### src/rtl/ahb_reg_pkg.sv
package ahb_reg_pkg;
  typedef enum logic [1:0] {
    TR_IDLE   = 2'b00,
    TR_BUSY   = 2'b01,
    TR_NONSEQ = 2'b10,
    TR_SEQ    = 2'b11
  } trans_e;

  localparam logic [2:0] SZ_BYTE = 3'b000;
  localparam logic [2:0] SZ_HALF = 3'b001;
  localparam logic [2:0] SZ_WORD = 3'b010;
endpackage

### src/rtl/ahb_reg_decode.sv
module ahb_reg_decode #(
  parameter int unsigned ADDR_W    = 16,
  parameter int unsigned NUM_REGS  = 4,
  parameter logic [15:0] BASE_ADDR = 16'hF000
) (
  input  logic                clk_i,
  input  logic                rst_ni,
  input  logic [ADDR_W-1:0]   addr_i,
  output logic                hit_o,
  output logic [NUM_REGS-1:0] sel_o
);
  localparam int unsigned IDX_W = $clog2(NUM_REGS);
  localparam int unsigned TAG_LO = IDX_W + 2;

  logic unused_low;
  assign unused_low = ^addr_i[1:0];

  assign hit_o = (addr_i[ADDR_W-1:TAG_LO] == BASE_ADDR[ADDR_W-1:TAG_LO]);

  for (genvar i = 0; i < NUM_REGS; i++) begin : g_sel
    assign sel_o[i] = hit_o && (addr_i[TAG_LO-1:2] == IDX_W'(i));
  end

  // an in-window address maps to exactly one register
  p_map_onehot_r6: assert property (@(posedge clk_i) disable iff (!rst_ni)
    hit_o |-> $onehot(sel_o));
  p_miss_none_r7: assert property (@(posedge clk_i) disable iff (!rst_ni)
    !hit_o |-> (sel_o == '0));
endmodule

### src/rtl/ahb_reg_aphase.sv
module ahb_reg_aphase
  import ahb_reg_pkg::*;
#(
  parameter int unsigned NUM_REGS = 4,
  parameter int unsigned DATA_W   = 32
) (
  input  logic                clk_i,
  input  logic                rst_ni,
  input  logic                hsel_i,
  input  logic [1:0]          htrans_i,
  input  logic                hwrite_i,
  input  logic [2:0]          hsize_i,
  input  logic [1:0]          lane_i,
  input  logic                hready_i,
  input  logic [NUM_REGS-1:0] sel_next_i,
  output logic                dphase_o,
  output logic                write_o,
  output logic [DATA_W/8-1:0] be_o,
  output logic [NUM_REGS-1:0] sel_o
);
  localparam int unsigned NB = DATA_W / 8;
  localparam int unsigned LB = $clog2(NB);

  logic          accept;
  logic [NB-1:0] be_next;

  assign accept = hsel_i && hready_i &&
                  ((htrans_i == TR_NONSEQ) || (htrans_i == TR_SEQ));

  // lane b is enabled when it falls in the same size-aligned block as the address
  always_comb begin
    for (int b = 0; b < NB; b++) begin
      if (hsize_i >= 3'(LB)) be_next[b] = 1'b1;
      else be_next[b] = ((b >> hsize_i) == (int'(lane_i) >> hsize_i));
    end
  end

  always_ff @(posedge clk_i or negedge rst_ni) begin
    if (!rst_ni) begin
      dphase_o <= 1'b0;
      write_o  <= 1'b0;
      be_o     <= '0;
      sel_o    <= '0;
    end else begin
      dphase_o <= accept;
      write_o  <= accept && hwrite_i;
      be_o     <= accept ? be_next : '0;
      sel_o    <= accept ? sel_next_i : '0;
    end
  end

  p_sel_onehot_r4: assert property (@(posedge clk_i) disable iff (!rst_ni)
    $onehot0(sel_o));
  p_sel_open_r5: assert property (@(posedge clk_i) disable iff (!rst_ni)
    (accept && (sel_next_i != '0)) |=> (sel_o != '0));
  p_sel_close_r5: assert property (@(posedge clk_i) disable iff (!rst_ni)
    !accept |=> (sel_o == '0));
  p_unsel_idle_r1: assert property (@(posedge clk_i) disable iff (!rst_ni)
    !hsel_i |=> !dphase_o);
  p_idle_busy_r2: assert property (@(posedge clk_i) disable iff (!rst_ni)
    !htrans_i[1] |=> !dphase_o);
endmodule

### src/rtl/ahb_reg_file.sv
module ahb_reg_file #(
  parameter int unsigned NUM_REGS = 4,
  parameter int unsigned DATA_W   = 32
) (
  input  logic                clk_i,
  input  logic                rst_ni,
  input  logic [NUM_REGS-1:0] sel_i,
  input  logic                we_i,
  input  logic [DATA_W/8-1:0] be_i,
  input  logic [DATA_W-1:0]   wdata_i,
  output logic [DATA_W-1:0]   rdata_o
);
  localparam int unsigned NB = DATA_W / 8;

  logic [NUM_REGS-1:0][DATA_W-1:0] regs_q;

  for (genvar r = 0; r < NUM_REGS; r++) begin : g_reg
    always_ff @(posedge clk_i or negedge rst_ni) begin
      if (!rst_ni) begin
        regs_q[r] <= '0;
      end else if (we_i && sel_i[r]) begin
        for (int b = 0; b < NB; b++) begin
          if (be_i[b]) regs_q[r][8*b +: 8] <= wdata_i[8*b +: 8];
        end
      end
    end
  end

  // AND-OR read: a multi-hot select merges values, never blocks
  always_comb begin
    rdata_o = '0;
    for (int r = 0; r < NUM_REGS; r++) begin
      rdata_o = rdata_o | (regs_q[r] & {DATA_W{sel_i[r]}});
    end
  end

  p_hold_nowrite_r1: assert property (@(posedge clk_i) disable iff (!rst_ni)
    !we_i |=> $stable(regs_q));
  p_hold_nosel_r7: assert property (@(posedge clk_i) disable iff (!rst_ni)
    (sel_i == '0) |=> $stable(regs_q));
endmodule

### src/rtl/ahb_reg_slave.sv
module ahb_reg_slave
  import ahb_reg_pkg::*;
#(
  parameter int unsigned ADDR_W    = 16,
  parameter int unsigned DATA_W    = 32,
  parameter int unsigned NUM_REGS  = 4,
  parameter logic [15:0] BASE_ADDR = 16'hF000
) (
  input  logic                clk_i,
  input  logic                rst_ni,
  input  logic                hsel_i,
  input  logic [ADDR_W-1:0]   haddr_i,
  input  logic [1:0]          htrans_i,
  input  logic                hwrite_i,
  input  logic [2:0]          hsize_i,
  input  logic [2:0]          hburst_i,
  input  logic                hready_i,
  input  logic [DATA_W-1:0]   hwdata_i,
  output logic [DATA_W-1:0]   hrdata_o,
  output logic                hready_o,
  output logic                hresp_o,
  output logic [NUM_REGS-1:0] dbg_sel_o
);
  localparam int unsigned NB = DATA_W / 8;

  logic                unused_burst;
  logic                hit;
  logic [NUM_REGS-1:0] sel_next;
  logic [NUM_REGS-1:0] sel_q;
  logic                dphase;
  logic                write_q;
  logic [NB-1:0]       be_q;
  logic                ready_q;

  assign unused_burst = ^hburst_i;

  ahb_reg_decode #(
    .ADDR_W(ADDR_W), .NUM_REGS(NUM_REGS), .BASE_ADDR(BASE_ADDR)
  ) u_decode (
    .clk_i (clk_i),
    .rst_ni(rst_ni),
    .addr_i(haddr_i),
    .hit_o (hit),
    .sel_o (sel_next)
  );

  ahb_reg_aphase #(
    .NUM_REGS(NUM_REGS), .DATA_W(DATA_W)
  ) u_aphase (
    .clk_i     (clk_i),
    .rst_ni    (rst_ni),
    .hsel_i    (hsel_i),
    .htrans_i  (htrans_i),
    .hwrite_i  (hwrite_i),
    .hsize_i   (hsize_i),
    .lane_i    (haddr_i[1:0]),
    .hready_i  (hready_i),
    .sel_next_i(sel_next),
    .dphase_o  (dphase),
    .write_o   (write_q),
    .be_o      (be_q),
    .sel_o     (sel_q)
  );

  ahb_reg_file #(
    .NUM_REGS(NUM_REGS), .DATA_W(DATA_W)
  ) u_file (
    .clk_i  (clk_i),
    .rst_ni (rst_ni),
    .sel_i  (sel_q),
    .we_i   (write_q),
    .be_i   (be_q),
    .wdata_i(hwdata_i),
    .rdata_o(hrdata_o)
  );

  // ready is independent of the select path: no pattern can stall the bus
  always_ff @(posedge clk_i or negedge rst_ni) begin
    if (!rst_ni) ready_q <= 1'b0;
    else         ready_q <= 1'b1;
  end

  assign hready_o  = ready_q;
  assign hresp_o   = 1'b0;
  assign dbg_sel_o = sel_q;

  p_ready_high_r9: assert property (@(posedge clk_i) disable iff (!rst_ni)
    1'b1 |=> hready_o);
  p_resp_okay_r9: assert property (@(posedge clk_i) disable iff (!rst_ni)
    !hresp_o);
  p_rdata_zero_r8: assert property (@(posedge clk_i) disable iff (!rst_ni)
    (dbg_sel_o == '0) |-> (hrdata_o == '0));
  p_sel_in_dphase_r5: assert property (@(posedge clk_i) disable iff (!rst_ni)
    (dbg_sel_o != '0) |-> dphase);
  p_miss_no_sel_r7: assert property (@(posedge clk_i) disable iff (!rst_ni)
    !hit |=> (dbg_sel_o == '0));
endmodule

### config.mk
export PLATFORM = sky130hd
export DESIGN_NAME = ahb_reg_slave
export DESIGN_NICKNAME = d
export VERILOG_FILES = /design/src/rtl/ahb_reg_pkg.sv /design/src/rtl/ahb_reg_decode.sv /design/src/rtl/ahb_reg_aphase.sv /design/src/rtl/ahb_reg_file.sv /design/src/rtl/ahb_reg_slave.sv
export SDC_FILE = /design/constraint.sdc
export NUM_CORES = 1
export LEC_CHECK = 0
export ABC_AREA = 1
export CORE_MARGIN = 1
export CORE_UTILIZATION = 42
export CTS_CLUSTER_DIAMETER = 60
export DETAILED_ROUTE_END_ITERATION = 10
export PLACE_DENSITY = 0.7
export SETUP_SLACK_MARGIN = 0.4
export SLEW_MARGIN = 20
export SYNTH_ARGS = -nofsm -noshare
export SYNTH_HDL_FRONTEND = slang
export SYNTH_SLANG_ARGS = --single-unit
### constraint.sdc
create_clock -name clk_i -period 1.6 [get_ports clk_i]
set_input_delay 0.16 -clock clk_i [delete_from_list [all_inputs] [get_ports clk_i]]
set_output_delay 0.16 -clock clk_i [all_outputs]
set_load 0.01 [all_outputs]
== Word level (Yosys, flattened, before mapping) ==
Cells that the tools add are included.
Widths: inputs -> output; s select.

* Flip-flop bits (word level): 138
* Input port bits: 61
* Output and inout port bits: 38
* Word-level logic and storage cells: 78

* Order comparisons: 1
* Eq/ne operators: 10
* Shifts and indexed selects: 5
* Mux-type cells: 6
* Bitwise operators: 7
* Reduce and logical (&&, ||, !) cells: 29

{| class="wikitable"
|+ Operator list
! operator !! count
|-
| $and 32x32->32 || 4
|-
| $eq 32x32->1 || 4
|-
| $or 32x32->32 || 3
|-
| $shr 1x3->32 const A || 2
|-
| $shr 2x3->32 const A || 2
|-
| $reduce_and 2->1 || 16
|-
| $shr 2x3->32 || 1
|-
| $eq 12x12->1 const B || 1
|-
| $logic_and 1x1->1 || 11
|-
| $eq 2x2->1 const B || 4
|-
| $mux 4 || 2
|-
| $mux 1 || 4
|-
| $ge 3x2->1 const B || 1
|-
| $eq 2x1->1 const B || 1
|-
| $logic_not 2->1 || 1
|-
| $logic_or 1x1->1 || 1
|}

== Logic depth before layout (Yosys ltp) ==
Gate-level depths: netlist of run 1.

* Depth in word-level cells: 4
* Gate-level depth with buffers: 6
* Depth with buffers taken out: 5

== Hierarchy ==
From an unflattened synthesis of run 1, not the netlist that was laid out.

* Cells, all modules: 952
* Area, all modules: 7249.5 µm²

{| class="wikitable"
|+ Modules (own cells, without submodules)
! module !! times used !! cells an instance !! area an instance (µm²) !! sequential area each (µm²)
|-
| ahb_reg_file || 1 || 880 || 6722.7 || 3203.1
|-
| ahb_reg_aphase || 1 || 39 || 369.1 || 250.2
|-
| ahb_reg_decode || 1 || 29 || 117.6 || 0.0
|-
| ahb_reg_slave || 1 || 4 || 40.0 || 25.0
|}

== Worst setup path before layout of run 1 ==
No wires, ideal clock.

* Kind: register to output
* From: register u_aphase.sel_o[1]
* To: output hrdata_o[10]
* Arrival time: 1.127 ns
* Required time: 1.440 ns
* Setup slack: 0.313 ns
* Stages on the path, launching flop included: 5
* Path buffers: 2
* Cell sequence: dfrtp_1 -> buf_2 -> clkbuf_1 -> nand2_1 -> nand4_1

* Word-level cells in the longest chain between the ends: 4

{| class="wikitable"
|+ RTL lines
! item !! RTL line !! text
|-
| start, declared || ahb_reg_aphase.sv:19 || <nowiki>output logic [NUM_REGS-1:0] sel_o</nowiki>
|-
| start signal, assigned || ahb_reg_aphase.sv:48 || <nowiki>sel_o <= accept ? sel_next_i : '0;</nowiki>
|-
| $and 32x32->32 || ahb_reg_file.sv:33 || <nowiki>rdata_o = rdata_o | (regs_q[r] & {DATA_W{sel_i[r]}});</nowiki>
|-
| $or 32x32->32 (3 in a row) || ahb_reg_file.sv:33 ||
|-
| end, declared || ahb_reg_slave.sv:19 || <nowiki>output logic [DATA_W-1:0] hrdata_o,</nowiki>
|}

No other way between the ends.

== Worst setup path in the final report of run 1 ==
* From: register u_aphase.sel_o[3]
* To: output hrdata_o[31]

* Word-level cells in the longest chain between the ends: 2

{| class="wikitable"
|+ RTL lines
! item !! RTL line
|-
| $and 32x32->32 || ahb_reg_file.sv:33
|-
| $or 32x32->32 || ahb_reg_file.sv:33
|}

No other way between the ends.

==> run_results.csv, run 1 <==
group,metric,value,unit
outcome,status,"finished with violations",
final_layout,areaGrowthSynthToFinish,42.1,%
yosys,synth.most_common_cell,"nand2_1",
timing,hold_viol_final,0,
routing,via_count,5606,
power_and_ir_drop,p_per_area,872,mW/mm^2
grt,antenna_found_initial,0,
yosys,yosysWarningCount,0,
yosys,synth-seq-area-share,55.3,%
worst_setup_path,r2r_start,"u_aphase.sel_o[3]$_DFF_PN0_",
yosys,synth_edf_count,0,
grt,grt_use_total,23.2,%
floorplan,die_h,124,um
yosys,yosysUniqueCellTypes,17,
routing,post-route-drc-count,0,
worst_setup_path,r2r_cells,7,
yosys,synth_area_leaders,"dfrtp_1, nand2_1, o21ai_2, nand3_4, o21ai_0",
floorplan,core,0.0145,mm^2
yosys,syn_nets,736,
timing,fmax,594,MHz
place,gp_congestion,0.790,
routing,drt_iter0_markers,711,
power_and_ir_drop,worst_ir_drop_vdd,0.833,mV
worst_setup_path,crit_type,"flip-flop to primary output",
timing,setup_viol_count_final,32,
cts,clk_latency,0.42,ns
routing,first_pass_iters,5,
final_layout,fillers,1170,
place,place_ws,0.0357,ns
grt,overflow,0,
timing,slew_violations,0,
floorplan,initial_core_util,43.0,%
timing,setup_slack,-0.0830,ns
floorplan,die_area,0.0154,mm^2
routing,avgViaCountPerCell,5.53,
grt,grt_pass1_vias,5204,
yosys,synthDominantCellAreaShare,55.3,%
cts,cts-root-buf,"clkbuf_16",
yosys,synthCells,675,
yosys,postSynthAreaPerCell,9.25,um^2
yosys,synth_area_leader_cell,"dfrtp_1",
routing,wire_per_inst,18.8,um
timing,hold_slack,0.243,ns
timing,fin_skew,0.00443,ns
yosys,synthTopCellsByCount,"nand2_1, dfrtp_1, o21ai_0",
cts,clock_path_buffers,2,
yosys,ys_async_sr_fraction,100,%
floorplan,rows,44,
timing,rsz0062_at_grt,"yes",
flow_run,maxCapViolations,0,
yosys,synthFlopType,"dfrtp_1",
routing,drt_wl_total,19100,um
yosys,syn_area,0.00624,mm^2
grt,grt_pass1_wl,26600,um
cts,path_clk_slew,0.06,ns
cts,cts_tree,"done",
power_and_ir_drop,leakage,0.00390,uW
final_layout,drive_gt1_share,34.5,%
worst_setup_path,start_kind,"flip-flop",
cts,cts-buffers-inserted,17,
timing,setup_tns,-1.36,ns
routing,final_antenna_net_count,0,
worst_setup_path,endpoint_kind,"primary output",
grt,grt_start_max_net_pins,49,
worst_setup_path,r2r_slack,0.11,ns
worst_setup_path,worstPathRequired,1.44,ns
worst_setup_path,path_max_fanout,5,
hold_path,hp-class,"input pin to async pin",
cts,htree_levels,4,
place,port_buffers,93,
worst_setup_path,r2r_end,"u_file.regs_q[106]$_DFFE_PN0P_",
final_layout,fin_util,61.1,%
worst_setup_path,worstPathArrival,1.52,ns
timing,min_period_over_period,105,%
place,hpwlAfterDp,9190,um
floorplan,fp.dieW,124,um
cts,clkSinkCount,138,
floorplan,ios,99,
timing,min_period,1.68,ns
outcome,violations,"setup timing",
yosys,synth_seq_cells,138,
final_layout,n_antenna_cell,0,
final_layout,final_nets,877,
==> metrics by stage <==
| step | area, um^2 | power [uW] | instances |
|---|---|---|---|
| finish | 8870 | 7740 | 1013 |
| global route | 8870 | 7920 | 1013 |
| floorplan | 6250 | 3650 | 675 |
| detailed placement | 7300 | 3890 | 931 |
| CTS | 8230 | 7700 | 985 |
| global placement | 7300 | 3880 | 931 |
==> placed cells by master (no fill, tap or decap) <==
| cell | Yosys | routed |
|---|---|---|
| buf_2 | 13 | 34 |
| nand3_4 | 16 | 29 |
| nand2_1 | 261 | 193 |
| conb_1 | 2 | 2 |
| nor2_1 | 12 | 12 |
| clkinvlp_4 | 0 | 3 |
| clkbuf_16 | 0 | 21 |
| buf_8 | 0 | 1 |
| o21ai_0 | 52 | 20 |
| clkbuf_8 | 0 | 5 |
| inv_1 | 38 | 38 |
| clkinv_2 | 0 | 4 |
| nand3_2 | 0 | 1 |
| o21ai_1 | 44 | 51 |
| dfrtp_4 | 0 | 1 |
| clkdlybuf4s50_1 | 0 | 55 |
| dfrtp_2 | 0 | 8 |
| buf_16 | 0 | 3 |
| inv_6 | 0 | 1 |
| clkinv_4 | 0 | 1 |
| nand2_2 | 0 | 57 |
| bufbuf_16 | 0 | 1 |
| dfrtp_1 | 138 | 129 |
| buf_4 | 1 | 10 |
| a21oi_1 | 4 | 4 |
| nand3_1 | 5 | 5 |
| buf_12 | 1 | 14 |
| bufinv_16 | 0 | 1 |
| nand2_4 | 0 | 11 |
| clkdlybuf4s15_1 | 0 | 1 |
| nand4_1 | 32 | 32 |
| o21ai_2 | 36 | 61 |
| dlygate4sd3_1 | 0 | 1 |
| buf_6 | 17 | 19 |
==> power by group <==
part           total [uW]  leakage [uW]  internal [uW]  switching, uW
Sequential           3530       0.00124           3500           27.8
Clock                3870      0.000284           2340           1530
Combinational         345       0.00238            156            188
==> layout make-up <==
cell class	instances	area, um^2	area share (%)
Clock buffer	22	494	5.57
Tap cell	184	230	2.59
Inverter	38	143	1.61
Timing Repair Buffer	143	1540	17.4
Clock inverter	10	90.1	1.02
Multi-Input combinational cell	478	2910	32.8
Sequential cell	138	3470	39.1
==> state kept, by name, summed over array words and instances, names as in the netlist <==
| signal | cells |
|---|---|
| hready_o | 1 |
| u_aphase.sel_o | 4 |
| u_aphase.be_o | 4 |
| u_file.regs_q | 128 |
| u_aphase.write_o | 1 |
==> worst max-delay path by stage <==
stage                                startpoint           end  cells after the start
CTS                 u_aphase.sel_o[3]$_DFF_PN0_  hrdata_o[21]                      4
detailed placement  u_aphase.sel_o[0]$_DFF_PN0_  hrdata_o[27]                      4
global placement    u_aphase.sel_o[0]$_DFF_PN0_  hrdata_o[27]                      4
global route        u_aphase.sel_o[3]$_DFF_PN0_  hrdata_o[25]                      5
finish              u_aphase.sel_o[3]$_DFF_PN0_  hrdata_o[31]                      5
floorplan           u_aphase.sel_o[3]$_DFF_PN0_  hrdata_o[16]                      4
==> critical path, stage by stage (launching register included) <==
cell	delay, ns
dfrtp_2	0.46
buf_6	0.16
buf_16	0.14
nand2_2	0.05
nand4_1	0.11
buf_2	0.17
==> kinds of logic (layout without fill, tap and decap cells) <==
group | count (synthesis) | after routing | synth area share (%)
AOI/OAI and AO/OA | 136 | 136 | 13.1
buffers and inverters | 73 | 213 | 7.01
DFF | 138 | 138 | 55.3
other | 2 | 2 | 0.120
and+or+nand+nor | 326 | 340 | 24.5
==> per-layer routing <==
metal  GRT usage (%)  wire [um]  vias to the layer above
li1                -          -                     2541
met1            30.3       8010                     2776
met2            38.8       9380                      256
met3            5.04       1360                       33
met4            6.99        320                        0
met5               0          0                        -
==> timing repair <==
item	CTS	global route
setup endpoints to repair	78	145
cloned	12	14
setup buffers	9	14
endpoints found under the hold margin	45	0
gates resized for setup	241	94
hold buffers	1	0
pin swaps	63	42
Note: power is estimated with default switching activity, not from simulation.
==> run 2: changes to the inputs <==
--- a/config.mk
+++ b/config.mk
@@ -6,6 +6,7 @@
 export NUM_CORES = 1
 export LEC_CHECK = 0
 export ABC_AREA = 1
+export CAP_MARGIN = 20
 export CORE_MARGIN = 1
 export CORE_UTILIZATION = 42
 export CTS_CLUSTER_DIAMETER = 60
==> results of run 2 <==
Same layout as run 1: the final DEF is identical, and so are final timing and power.
